<file path="src/rtl/split_ctr_pkg.sv">
package split_ctr_pkg;

    localparam int DEF_NUM_PHYS = 4;
    localparam int DEF_NUM_EVT  = 8;
    localparam int DEF_ADDR_W   = 5;
    localparam int BUS_W        = 64;
    localparam int REG_W        = 32;

    // field positions inside the 32-bit register payload
    localparam int CTL_EN_BIT   = 8;
    localparam int CCTL_EN_BIT  = 4;
    localparam int CNT_ADDR0    = 2;

    typedef enum logic [2:0] {
        REG_NONE,
        REG_CTRL,
        REG_STAT,
        REG_CNT,
        REG_CCTL
    } reg_kind_e;

    typedef struct packed {
        reg_kind_e  kind;
        logic [7:0] idx;
    } reg_sel_t;

    function automatic reg_sel_t decode_addr(input logic [7:0] a, input int nlog);
        reg_sel_t s;
        s.kind = REG_NONE;
        s.idx  = 8'd0;
        if (a == 8'd0) begin
            s.kind = REG_CTRL;
        end else if (a == 8'd1) begin
            s.kind = REG_STAT;
        end else if (a < 8'(CNT_ADDR0 + nlog)) begin
            s.kind = REG_CNT;
            s.idx  = a - 8'(CNT_ADDR0);
        end else if (a < 8'(CNT_ADDR0 + 2 * nlog)) begin
            s.kind = REG_CCTL;
            s.idx  = a - 8'(CNT_ADDR0 + nlog);
        end
        return s;
    endfunction

endpackage

</file>
<file path="src/rtl/split_ctr_evt.sv">
module split_ctr_evt #(
    parameter int NUM_EVT = 8,
    localparam int SEL_W  = $clog2(NUM_EVT)
) (
    input  logic [NUM_EVT-1:0] evt_i,
    input  logic [SEL_W-1:0]   sel_i,
    input  logic               en_i,
    input  logic               gen_i,
    output logic               hit_o
);
    assign hit_o = gen_i && en_i && evt_i[sel_i];
endmodule

</file>
<file path="src/rtl/split_ctr_phys.sv">
module split_ctr_phys #(
    parameter int CNT_W = 32,
    localparam int HALF_W = CNT_W / 2
) (
    input  logic             clk_i,
    input  logic             rst_i,
    input  logic             mode16_i,
    input  logic             cnt_a_i,
    input  logic             cnt_b_i,
    input  logic             commit_i,
    input  logic             ld_full_i,
    input  logic             ld_hi_i,
    input  logic             ld_lo_i,
    input  logic [CNT_W-1:0] ld_data_i,
    output logic [CNT_W-1:0] live_o,
    output logic             ovf_a_o,
    output logic             ovf_b_o
);
    logic [CNT_W-1:0] live_q, latch_q, live_d, base;
    logic             pend_q, take, hi_max, lo_max;

    assign take   = commit_i && pend_q;
    assign base   = pend_q ? latch_q : live_q;
    assign hi_max = &live_q[CNT_W-1:HALF_W];
    assign lo_max = &live_q[HALF_W-1:0];

    always_comb begin
        if (take) begin
            live_d = latch_q;
        end else if (mode16_i) begin
            live_d = {live_q[CNT_W-1:HALF_W] + HALF_W'(cnt_a_i),
                      live_q[HALF_W-1:0]     + HALF_W'(cnt_b_i)};
        end else begin
            live_d = live_q + CNT_W'(cnt_a_i);
        end
    end

    always_ff @(posedge clk_i) begin
        if (rst_i) begin
            live_q  <= '0;
            latch_q <= '0;
            pend_q  <= 1'b0;
        end else begin
            live_q <= live_d;
            if (ld_full_i) begin
                latch_q <= ld_data_i;
            end else if (ld_hi_i) begin
                latch_q <= {ld_data_i[HALF_W-1:0], base[HALF_W-1:0]};
            end else if (ld_lo_i) begin
                latch_q <= {base[CNT_W-1:HALF_W], ld_data_i[HALF_W-1:0]};
            end
            if (ld_full_i || ld_hi_i || ld_lo_i) begin
                pend_q <= 1'b1;
            end else if (commit_i) begin
                pend_q <= 1'b0;
            end
        end
    end

    assign live_o  = live_q;
    assign ovf_a_o = !take && cnt_a_i && (mode16_i ? hi_max : (hi_max && lo_max));
    assign ovf_b_o = !take && mode16_i && cnt_b_i && lo_max;

    AST_LATCH_ONLY: assert property (@(posedge clk_i) disable iff (rst_i)
        (ld_full_i || ld_hi_i || ld_lo_i) && !commit_i && !cnt_a_i && !cnt_b_i |=> $stable(live_q));
    AST_COMMIT_LOAD: assert property (@(posedge clk_i) disable iff (rst_i)
        commit_i && pend_q |=> live_q == $past(latch_q));
    AST_NO_HALF_CARRY: assert property (@(posedge clk_i) disable iff (rst_i)
        mode16_i && !cnt_a_i && !(commit_i && pend_q) |=> live_q[CNT_W-1:HALF_W] == $past(live_q[CNT_W-1:HALF_W]));
endmodule

</file>
<file path="src/rtl/split_ctr_status.sv">
module split_ctr_status #(
    parameter int N = 8
) (
    input  logic         clk_i,
    input  logic         rst_i,
    input  logic         mask_wr_i,
    input  logic [N-1:0] mask_i,
    input  logic [N-1:0] set_i,
    input  logic         clr_i,
    output logic [N-1:0] pend_o,
    output logic         irq_o
);
    logic [N-1:0] pend_q, mask_q;

    always_ff @(posedge clk_i) begin
        if (rst_i) begin
            pend_q <= '0;
            mask_q <= '0;
        end else begin
            if (mask_wr_i) mask_q <= mask_i;
            pend_q <= (clr_i ? '0 : pend_q) | (set_i & mask_q);
        end
    end

    assign pend_o = pend_q;
    assign irq_o  = |pend_q;

    AST_MASKED_SET: assert property (@(posedge clk_i) disable iff (rst_i)
        1'b1 |=> ((pend_q & ~$past(pend_q)) & ~$past(mask_q)) == '0);
    AST_CLEAR_ON_READ: assert property (@(posedge clk_i) disable iff (rst_i)
        clr_i && !(|(set_i & mask_q)) |=> pend_q == '0);
endmodule

</file>
<file path="src/rtl/split_ctr_bank.sv">
module split_ctr_bank
    import split_ctr_pkg::*;
#(
    parameter int NUM_PHYS = DEF_NUM_PHYS,
    parameter int NUM_EVT  = DEF_NUM_EVT,
    parameter int ADDR_W   = DEF_ADDR_W
) (
    input  logic               clk_i,
    input  logic               rst_i,
    input  logic               wr_en_i,
    input  logic               rd_en_i,
    input  logic [ADDR_W-1:0]  addr_i,
    input  logic [BUS_W-1:0]   wr_data_i,
    output logic [BUS_W-1:0]   rd_data_o,
    input  logic [NUM_EVT-1:0] evt_i,
    output logic               irq_o
);
    localparam int NUM_LOG = 2 * NUM_PHYS;
    localparam int CNT_W   = REG_W;
    localparam int HALF_W  = CNT_W / 2;
    localparam int SEL_W   = $clog2(NUM_EVT);

    logic [REG_W-1:0]    wd, rval;
    reg_sel_t            sel;
    logic                gen_q, commit;
    logic [NUM_PHYS-1:0] mode_q;
    logic                cc_en_q  [NUM_LOG];
    logic [SEL_W-1:0]    cc_sel_q [NUM_LOG];
    logic [NUM_LOG-1:0]  hit, ovf, pend;
    logic [CNT_W-1:0]    live [NUM_PHYS];

    assign wd     = wr_data_i[BUS_W-1:BUS_W-REG_W];
    assign sel    = decode_addr(8'(addr_i), NUM_LOG);
    assign commit = wr_en_i && sel.kind == REG_CTRL && wd[CTL_EN_BIT];

    always_ff @(posedge clk_i) begin
        if (rst_i) begin
            gen_q  <= 1'b0;
            mode_q <= '0;
            for (int l = 0; l < NUM_LOG; l++) begin
                cc_en_q[l]  <= 1'b0;
                cc_sel_q[l] <= '0;
            end
        end else if (wr_en_i) begin
            if (sel.kind == REG_CTRL) begin
                gen_q  <= wd[CTL_EN_BIT];
                mode_q <= wd[NUM_PHYS-1:0];
            end
            for (int l = 0; l < NUM_LOG; l++) begin
                if (sel.kind == REG_CCTL && sel.idx == 8'(l)) begin
                    cc_en_q[l]  <= wd[CCTL_EN_BIT];
                    cc_sel_q[l] <= wd[SEL_W-1:0];
                end
            end
        end
    end

    for (genvar l = 0; l < NUM_LOG; l++) begin : g_log
        split_ctr_evt #(.NUM_EVT(NUM_EVT)) u_evt (
            .evt_i (evt_i),
            .sel_i (cc_sel_q[l]),
            .en_i  (cc_en_q[l]),
            .gen_i (gen_q),
            .hit_o (hit[l])
        );
    end

    for (genvar p = 0; p < NUM_PHYS; p++) begin : g_phys
        logic wr_a, wr_b;
        assign wr_a = wr_en_i && sel.kind == REG_CNT && sel.idx == 8'(p);
        assign wr_b = wr_en_i && sel.kind == REG_CNT && sel.idx == 8'(p + NUM_PHYS);
        split_ctr_phys #(.CNT_W(CNT_W)) u_phys (
            .clk_i     (clk_i),
            .rst_i     (rst_i),
            .mode16_i  (mode_q[p]),
            .cnt_a_i   (hit[p]),
            .cnt_b_i   (hit[p + NUM_PHYS]),
            .commit_i  (commit),
            .ld_full_i (wr_a && !mode_q[p]),
            .ld_hi_i   (wr_a && mode_q[p]),
            .ld_lo_i   (wr_b),
            .ld_data_i (wd),
            .live_o    (live[p]),
            .ovf_a_o   (ovf[p]),
            .ovf_b_o   (ovf[p + NUM_PHYS])
        );
    end

    split_ctr_status #(.N(NUM_LOG)) u_status (
        .clk_i     (clk_i),
        .rst_i     (rst_i),
        .mask_wr_i (wr_en_i && sel.kind == REG_STAT),
        .mask_i    (wd[NUM_LOG-1:0]),
        .set_i     (ovf),
        .clr_i     (rd_en_i && sel.kind == REG_STAT),
        .pend_o    (pend),
        .irq_o     (irq_o)
    );

    always_comb begin
        rval = '0;
        if (sel.kind == REG_STAT) begin
            rval = REG_W'(pend);
        end else if (sel.kind == REG_CNT) begin
            for (int p = 0; p < NUM_PHYS; p++) begin
                if (sel.idx == 8'(p)) begin
                    rval = mode_q[p] ? REG_W'(live[p][CNT_W-1:HALF_W]) : live[p];
                end
                if (sel.idx == 8'(p + NUM_PHYS)) begin
                    rval = REG_W'(live[p][HALF_W-1:0]);
                end
            end
        end
    end

    assign rd_data_o = rd_en_i ? {rval, {(BUS_W-REG_W){1'b0}}} : '0;

    AST_IDLE_LOW_WORD: assert property (@(posedge clk_i) disable iff (rst_i)
        rd_data_o[BUS_W-REG_W-1:0] == '0 && (rd_en_i || rd_data_o == '0));
    AST_WO_READ_ZERO: assert property (@(posedge clk_i) disable iff (rst_i)
        rd_en_i && (sel.kind == REG_CTRL || sel.kind == REG_CCTL || sel.kind == REG_NONE) |-> rd_data_o == '0);
    AST_DISABLED_HOLD: assert property (@(posedge clk_i) disable iff (rst_i)
        !gen_q && !wr_en_i |=> $stable(live[0]));
endmodule

</file>
<file path="config.mk">
export PLATFORM = sky130hd
export DESIGN_NAME = split_ctr_bank
export DESIGN_NICKNAME = d
export VERILOG_FILES = /design/src/rtl/split_ctr_pkg.sv /design/src/rtl/split_ctr_evt.sv /design/src/rtl/split_ctr_phys.sv /design/src/rtl/split_ctr_status.sv /design/src/rtl/split_ctr_bank.sv
export SDC_FILE = /design/constraint.sdc
export NUM_CORES = 1
export LEC_CHECK = 0
export BUFFER_PORTS_ARGS = -buffer_cell sky130_fd_sc_hd__buf_2
export CAP_MARGIN = 0
export CORE_MARGIN = 2
export CORE_UTILIZATION = 50
export DETAILED_ROUTE_END_ITERATION = 12
export PLACE_DENSITY = 0.68
export SYNTH_ARGS = -nofsm -noshare
export SYNTH_HDL_FRONTEND = slang
export SYNTH_HIERARCHICAL = 1
export SYNTH_SLANG_ARGS = --single-unit
</file>
<file path="constraint.sdc">
create_clock -name clk_i -period 4.5 [get_ports clk_i]
set_clock_uncertainty 0.05 [all_clocks]
set_input_delay 0.225 -clock clk_i [delete_from_list [all_inputs] [get_ports clk_i]]
set_output_delay 0.225 -clock clk_i [all_outputs]
set_load 0.01 [all_outputs]
</file>
# After elaboration in Yosys (flattened, before gate mapping)
# Memory sizes are Yosys's and may differ from the RTL's.
# Index checks and enable logic that the tools add are counted.
# classes
add_sub_neg	14
order_cmp	10
eq_ne	20
mux	121
bitwise	18
n_reduce_logical	117
# ops
cell	count
$mux 32	38
$add 16x1->16	8
$add 32x1->32	4
$reduce_and 16->1	8
$logic_and 1x1->1	73
$mux 64	1
$mux 1	59
$eq 8x3->1 const B	4
$lt 3x4->1 const B	8
$mux 3	10
$bmux 1 s3	8
$mux 8	3
$mux 11	2
$reduce_and 2->1	9
$eq 8x2->1 const B	2
$or 1x1->1	16
$ne 3x1->1 const B	4
$ne 3x2->1 const B	4
$reduce_bool 3->1	4
$and 8x8->8	1
$eq 8x1->1 const B	1
$logic_not 1->1	8
$logic_not 8->1	1
$logic_or 1x1->1	8
12 further kinds	16
# word_totals
regBits	281
ramBits	32
inputBits	81
out_inout_bits	65
word_cells	322
mem_count	2
# mem_list
name	words	word_bits	rd	rd_clocked_by_memory_dff	write_ports	line_no	rtl
cc_sel_q	8	3	8	0	8	split_ctr_bank.sv:28	logic [SEL_W-1:0] cc_sel_q [NUM_LOG];
cc_en_q	8	1	8	0	8	split_ctr_bank.sv:27	logic cc_en_q [NUM_LOG];

# Depth between registers and ports, before layout
# logic_depth
ltp_word	17
ltp_mapped	16
depth_no_buf	12

# Cells and area by module
# Netlist, hierarchy kept.
# by_module_without_submodules
mod	n_inst	cells_per_inst	area_per_inst_um2	seq_area_each_um2
split_ctr_phys at g_phys[2].u_phys ...	2	456	3611.0	1301.2
split_ctr_bank	1	541	4235.3	1061.0
split_ctr_phys at g_phys[0].u_phys	1	437	3602.2	1301.2
split_ctr_phys at g_phys[1].u_phys	1	431	3590.9	1301.2
split_ctr_status	1	62	601.8	320.3
split_ctr_evt	8	7	72.6	0.0

# Worst setup path before layout
# Ideal clock, no wire load.
# synth_timing
path_kind	input to register
from	input addr_i[1]
to	register g_phys[3].u_phys.latch_q[10]
setup_time_ns	0.138
arrival_ns	3.227
setup_slack_ns	1.085
cell_stages	14
n_path_buf	5
path_cell_list	buf_4 -> inv_1 -> ha_1 -> a21o_1 -> o311ai_1 -> nand4_1 -> clkbuf_1 -> nor3_1 -> clkbuf_1 -> nand2b_1 -> clkbuf_1 -> buf_2 -> mux2i_1 -> a211oi_1
# synth_between
elab_chain_cells	11
word_cells_on_any_way	25
cone_classes	add/sub: 2; order compare: 2; eq/ne: 5; mux: 8; reduce/logical: 8
# synth_rtl
item	line_no	rtl
from (decl)	split_ctr_bank.sv:12	input logic [ADDR_W-1:0] addr_i,
parallel branches: the longest is 11 deep, another holds $sub 5x4->6	--	
to (signal assigned)	split_ctr_phys.sv:46	latch_q <= ld_data_i;
to (signal assigned)	split_ctr_phys.sv:48	latch_q <= {ld_data_i[HALF_W-1:0], base[HALF_W-1:0]};
to (signal assigned)	split_ctr_phys.sv:50	latch_q <= {base[CNT_W-1:HALF_W], ld_data_i[HALF_W-1:0]};
to (decl)	split_ctr_phys.sv:19	logic [CNT_W-1:0] live_q, latch_q, live_d, base;
# Parallel ways; which one is timed is not known.
# A chain may end at the register's enable or synchronous reset.

# Worst setup path after layout
# layout_timing
from	input addr_i[2]
to	output rd_data_o[62]
# layout_between
elab_chain_cells	17
word_cells_on_any_way	33
cone_classes	add/sub: 2; order compare: 2; eq/ne: 10; mux: 17; reduce/logical: 2
# layout_rtl
item	line_no	rtl
$sub 5x4->6 or $lt 5x5->1 (tied branches)	split_ctr_pkg.sv:40, split_ctr_pkg.sv:38	
$mux 11	split_ctr_pkg.sv:38	end else if (a < 8'(CNT_ADDR0 + 2 * nlog)) begin
$mux 11	split_ctr_pkg.sv:35	end else if (a < 8'(CNT_ADDR0 + nlog)) begin
$mux 8	split_ctr_pkg.sv:33	end else if (a == 8'd1) begin
$mux 8	split_ctr_pkg.sv:31	if (a == 8'd0) begin
$logic_not 8->1	split_ctr_bank.sv:106	if (sel.idx == 8'(p)) begin
$mux 32	split_ctr_bank.sv:106	
$mux 32	split_ctr_bank.sv:109	if (sel.idx == 8'(p + NUM_PHYS)) begin
$mux 32	split_ctr_bank.sv:106	
$mux 32	split_ctr_bank.sv:109	
$mux 32	split_ctr_bank.sv:106	
$mux 32	split_ctr_bank.sv:109	
$mux 32	split_ctr_bank.sv:106	
$mux 32	split_ctr_bank.sv:109	
$mux 32	split_ctr_bank.sv:104	end else if (sel.kind == REG_CNT) begin
$mux 32 (*)	split_ctr_bank.sv:102	if (sel.kind == REG_STAT) begin
$mux 64 (*)	split_ctr_bank.sv:116	assign rd_data_o = rd_en_i ? {rval, {(BUS_W-REG_W){1'b0}}} : '0;
to (decl)	split_ctr_bank.sv:14	output logic [BUS_W-1:0] rd_data_o,
# Mark *: on every way between the ends. The rest lies on a longest branch, timed or not.

==> metrics <==
clock sinks=around 310; Power Dens Cells=slightly below 300 mW/mm²; Net Switching=0.00163 W; Critical-path top delay cell=nor3_4; CP Data Required Time=~4.2 ns; Routed WL=approximately 75 mm; worst r2r src=cc_sel_q[0][1]$_SDFFCE_PN0P_; r2r setup slk=slightly above 0.8 ns; Net Sw Frac=between 20% and 30%; clk slew on worst S/H paths=0.06 ns; status=finished, final reports clean; final worst-path cycle share=roughly 83%; H-tree Lvls=2; post-synth cell types=94; nets@finish=2545; drc violations=0; Clk pwr share=between 40% and 50%; GRT Util Overall=between 30% and 40%; Max transition margin=~22%; drt initial violations=roughly 2500; crit path kind=input port to output port; leakage=7.76 nW; register area share after synthesis=33.2%; Period minus WS final=~3.7 ns; most common cell after layout, fill and taps aside=nor2_1; post-route antenna net violation count=0; IO buf count=81; top cell type's share of synthesized area=28.4%; final setup vio count=0; FMAX=about 270 MHz; most frequent cells in the layout=326 x nor2_1, 281 x dfxtp_1, 267 x nand2_1; Seq cells post-synth=between 300 and 400; RD Place Congestion=between 1 and 1.5; CP cell instances=buf_2 -> inv_1 -> ha_1 -> a21o_1 -> o221ai_1 -> buf_4 -> nand2_1 -> nor3_4 -> a22oi_1 -> a31oi_1 -> buf_2; Via density=roughly 6.6; Max VDD drop=~0.00023 V; Cell Area, Placed=around 0.02 mm²; Pwr Total=about 0.0065 W; number of global-route vias before repair=17993; nature of the critical path startpoint=input port; Yosys top cell by area=dfxtp_1; CTS tree=built; Comb pwr share=between 7 and 8%; setup TNS=0 ns; initial antenna violation count=2; Seq pwr share=roughly 45%; Post-synth EDFFs=32; largest net degree at the start of global routing=141; Slew Viols, Final=0; CP endpoint kind=output port; min-delay worst type=input port to register; final hold vios=0; fin util=between 50 and 60%; Ant. Diodes=0; via count=19759; Worst-Skew Late Latency=0.56 ns; CP dominant cell by count=buf_2; number of buffers created by CTS=36; first-pass GRT wire length=112 mm; WP data arrival=approximately 3.4 ns; worst r2r dst=g_phys[0].u_phys/live_o[28]$_SDFF_PP0_; Syn Area/Cell=8.13 µm²; unrepaired setup endpoints after global routing=no; die extent in x=slightly above 200 µm; worst slew pin tran=1.17 ns; CTS max path bufs=3; Starting Density=about 51%; Synth async-reset ratio=0%; final instance area=0.0217 mm²; max cap viols=0; die area=a little over 0.04 mm²; Die Height=about 200 µm; critical hold path startpoint=wr_data_i[58]; wire per inst=around 25 µm; num ports=between 100 and 150; HPWL after detailed placement=about 53 mm; WHS=about 0.032 ns; CP max stage delay=~0.6 ns; yosys warns=6; core area=between 0.03 and 0.04 mm²; largest cells by area after synthesis=dfxtp_1 28%, mux2i_1 10%, nor2_1 6.2%, a211oi_1 5.1%, nand2_1 5.1%; total grt overflow=0; reg2reg path depth=10; Netlist Area Pre-Place=about 0.020 mm²; CTS Root Cell=clkbuf_16; DR pass1 iterations=6; num rows=72; critical path peak fanout=18; CP startpoint=addr_i[2]; Post-Synthesis Cells=~2400; Post CTS Setup Buffer Count=0; worst setup path endpoint=rd_data_o[62]; Area growth, synth to finish=9.33%; Main synth FF type=dfxtp_1; Int Pwr=~0.0048 W; layout cells sized above 1=10.7%
## power groups by stage
stage                     clock, W  sequential [W]  combinational, W
final                      0.00311         0.00288          0.000478
after global routing       0.00323         0.00288          0.000500
after CTS                  0.00314         0.00288          0.000460
after global placement           0         0.00294          0.000449
after detailed placement         0         0.00294          0.000459
after floorplan                  0         0.00293          0.000296
## cell usage after synthesis, drive strengths merged (24+ instances only)
cell type	instances
or3	30
and3	29
nor3	63
dfxtp	281
edfxtp	32
ha	26
a21oi	94
nand3	73
o22ai	24
inv	38
nand2b	29
xor2	25
mux2i	198
nor2	330
buf	75
a311oi	48
xnor2	35
nor4	29
o21ai	126
nand2	272
a211oi	135
clkbuf	127
nand4	34
## worst max-delay path, delay by kind of cell
| family | cells | cell delay (ns) |
|---|---|---|
| AO/OA/AOI/OAI | 4 | 1.20 |
| AND/OR/NAND/NOR | 2 | 0.87 |
| buffers and inverters | 4 | 0.84 |
| adder cells (fa/ha/maj) | 1 | 0.28 |
## how the worst min path moves through the flow
stage,slack [ns],depth (start not counted),end
finish,0.03,3,g_phys[0].u_phys/latch_q[26]$_SDFFE_PP0P_
global route,0.04,3,g_phys[0].u_phys/latch_q[23]$_SDFFE_PP0P_
CTS,0.006,3,g_phys[0].u_phys/latch_q[26]$_SDFFE_PP0P_
detailed placement,0.39,2,g_phys[2].u_phys/latch_q[27]$_SDFFE_PP0P_
global placement,0.39,2,g_phys[2].u_phys/latch_q[31]$_SDFFE_PP0P_
floorplan,0.32,2,mode_q[0]$_SDFFE_PP0P_
## logic make-up (layout without fill, tap and decap cells)
| group | count (synthesis) | in the layout | synth area share (%) |
|---|---|---|---|
| buf+inv | 241 | 234 | 5.66 |
| simple gates | 983 | 983 | 23.9 |
| xor+xnor | 60 | 60 | 2.65 |
| mux | 229 | 229 | 12.4 |
| compound gates | 586 | 586 | 20.6 |
| fa+ha+maj | 26 | 26 | 1.64 |
| other cells | 1 | 32 | 0.0189 |
| flops | 313 | 313 | 33.2 |
## per-layer routing
metal  track usage (%)  share of wire, %  wire, µm  vias to the layer above
met3              7.03               9.9      7480                      219
met4              18.7               5.6      4190                        2
met1              49.8                43     32200                     9499
met2              51.9                42     31400                     1082
met5                 0             0.020        15                        -
li1                  -                 -         -                     8957
## flip-flops by register name, indices dropped and copies added (netlist names)
name and count:
cc_en_q 8, gen_q 1, g_phys.u_phys/pend_q 4, g_phys.u_phys/latch_q 128, cc_sel_q 24, u_status/pend_o 8
u_status/mask_q 8, mode_q 4, g_phys.u_phys/live_o 128
## per-stage QoR
| step | cells | setup slack [ns] |
|---|---|---|
| 2_1_floorplan | 2470 | 1.09 |
| 3_3_place_gp | 2917 | 0.575 |
| 3_5_place_dp | 2917 | 0.463 |
| 4_1_cts | 2981 | 0.870 |
| 5_1_grt | 2981 | 0.622 |
| 6_report | 2981 | 0.782 |
## final cells by class
type / count / area, µm²
well taps: 518 / 648
repair buffers: 132 / 801
multi-input cells: 1916 / 12300
inverters: 39 / 146
flip-flops and latches: 313 / 6590
fillers: 3663 / 17200
clock buffers: 49 / 1040
clock inverters: 14 / 183
## repair_timing
action,CTS,global route
gates resized for setup,0,0
endpoints found under the hold margin,1,0
hold buffers,1,0
Note: power is estimated with default switching activity, not from simulation.
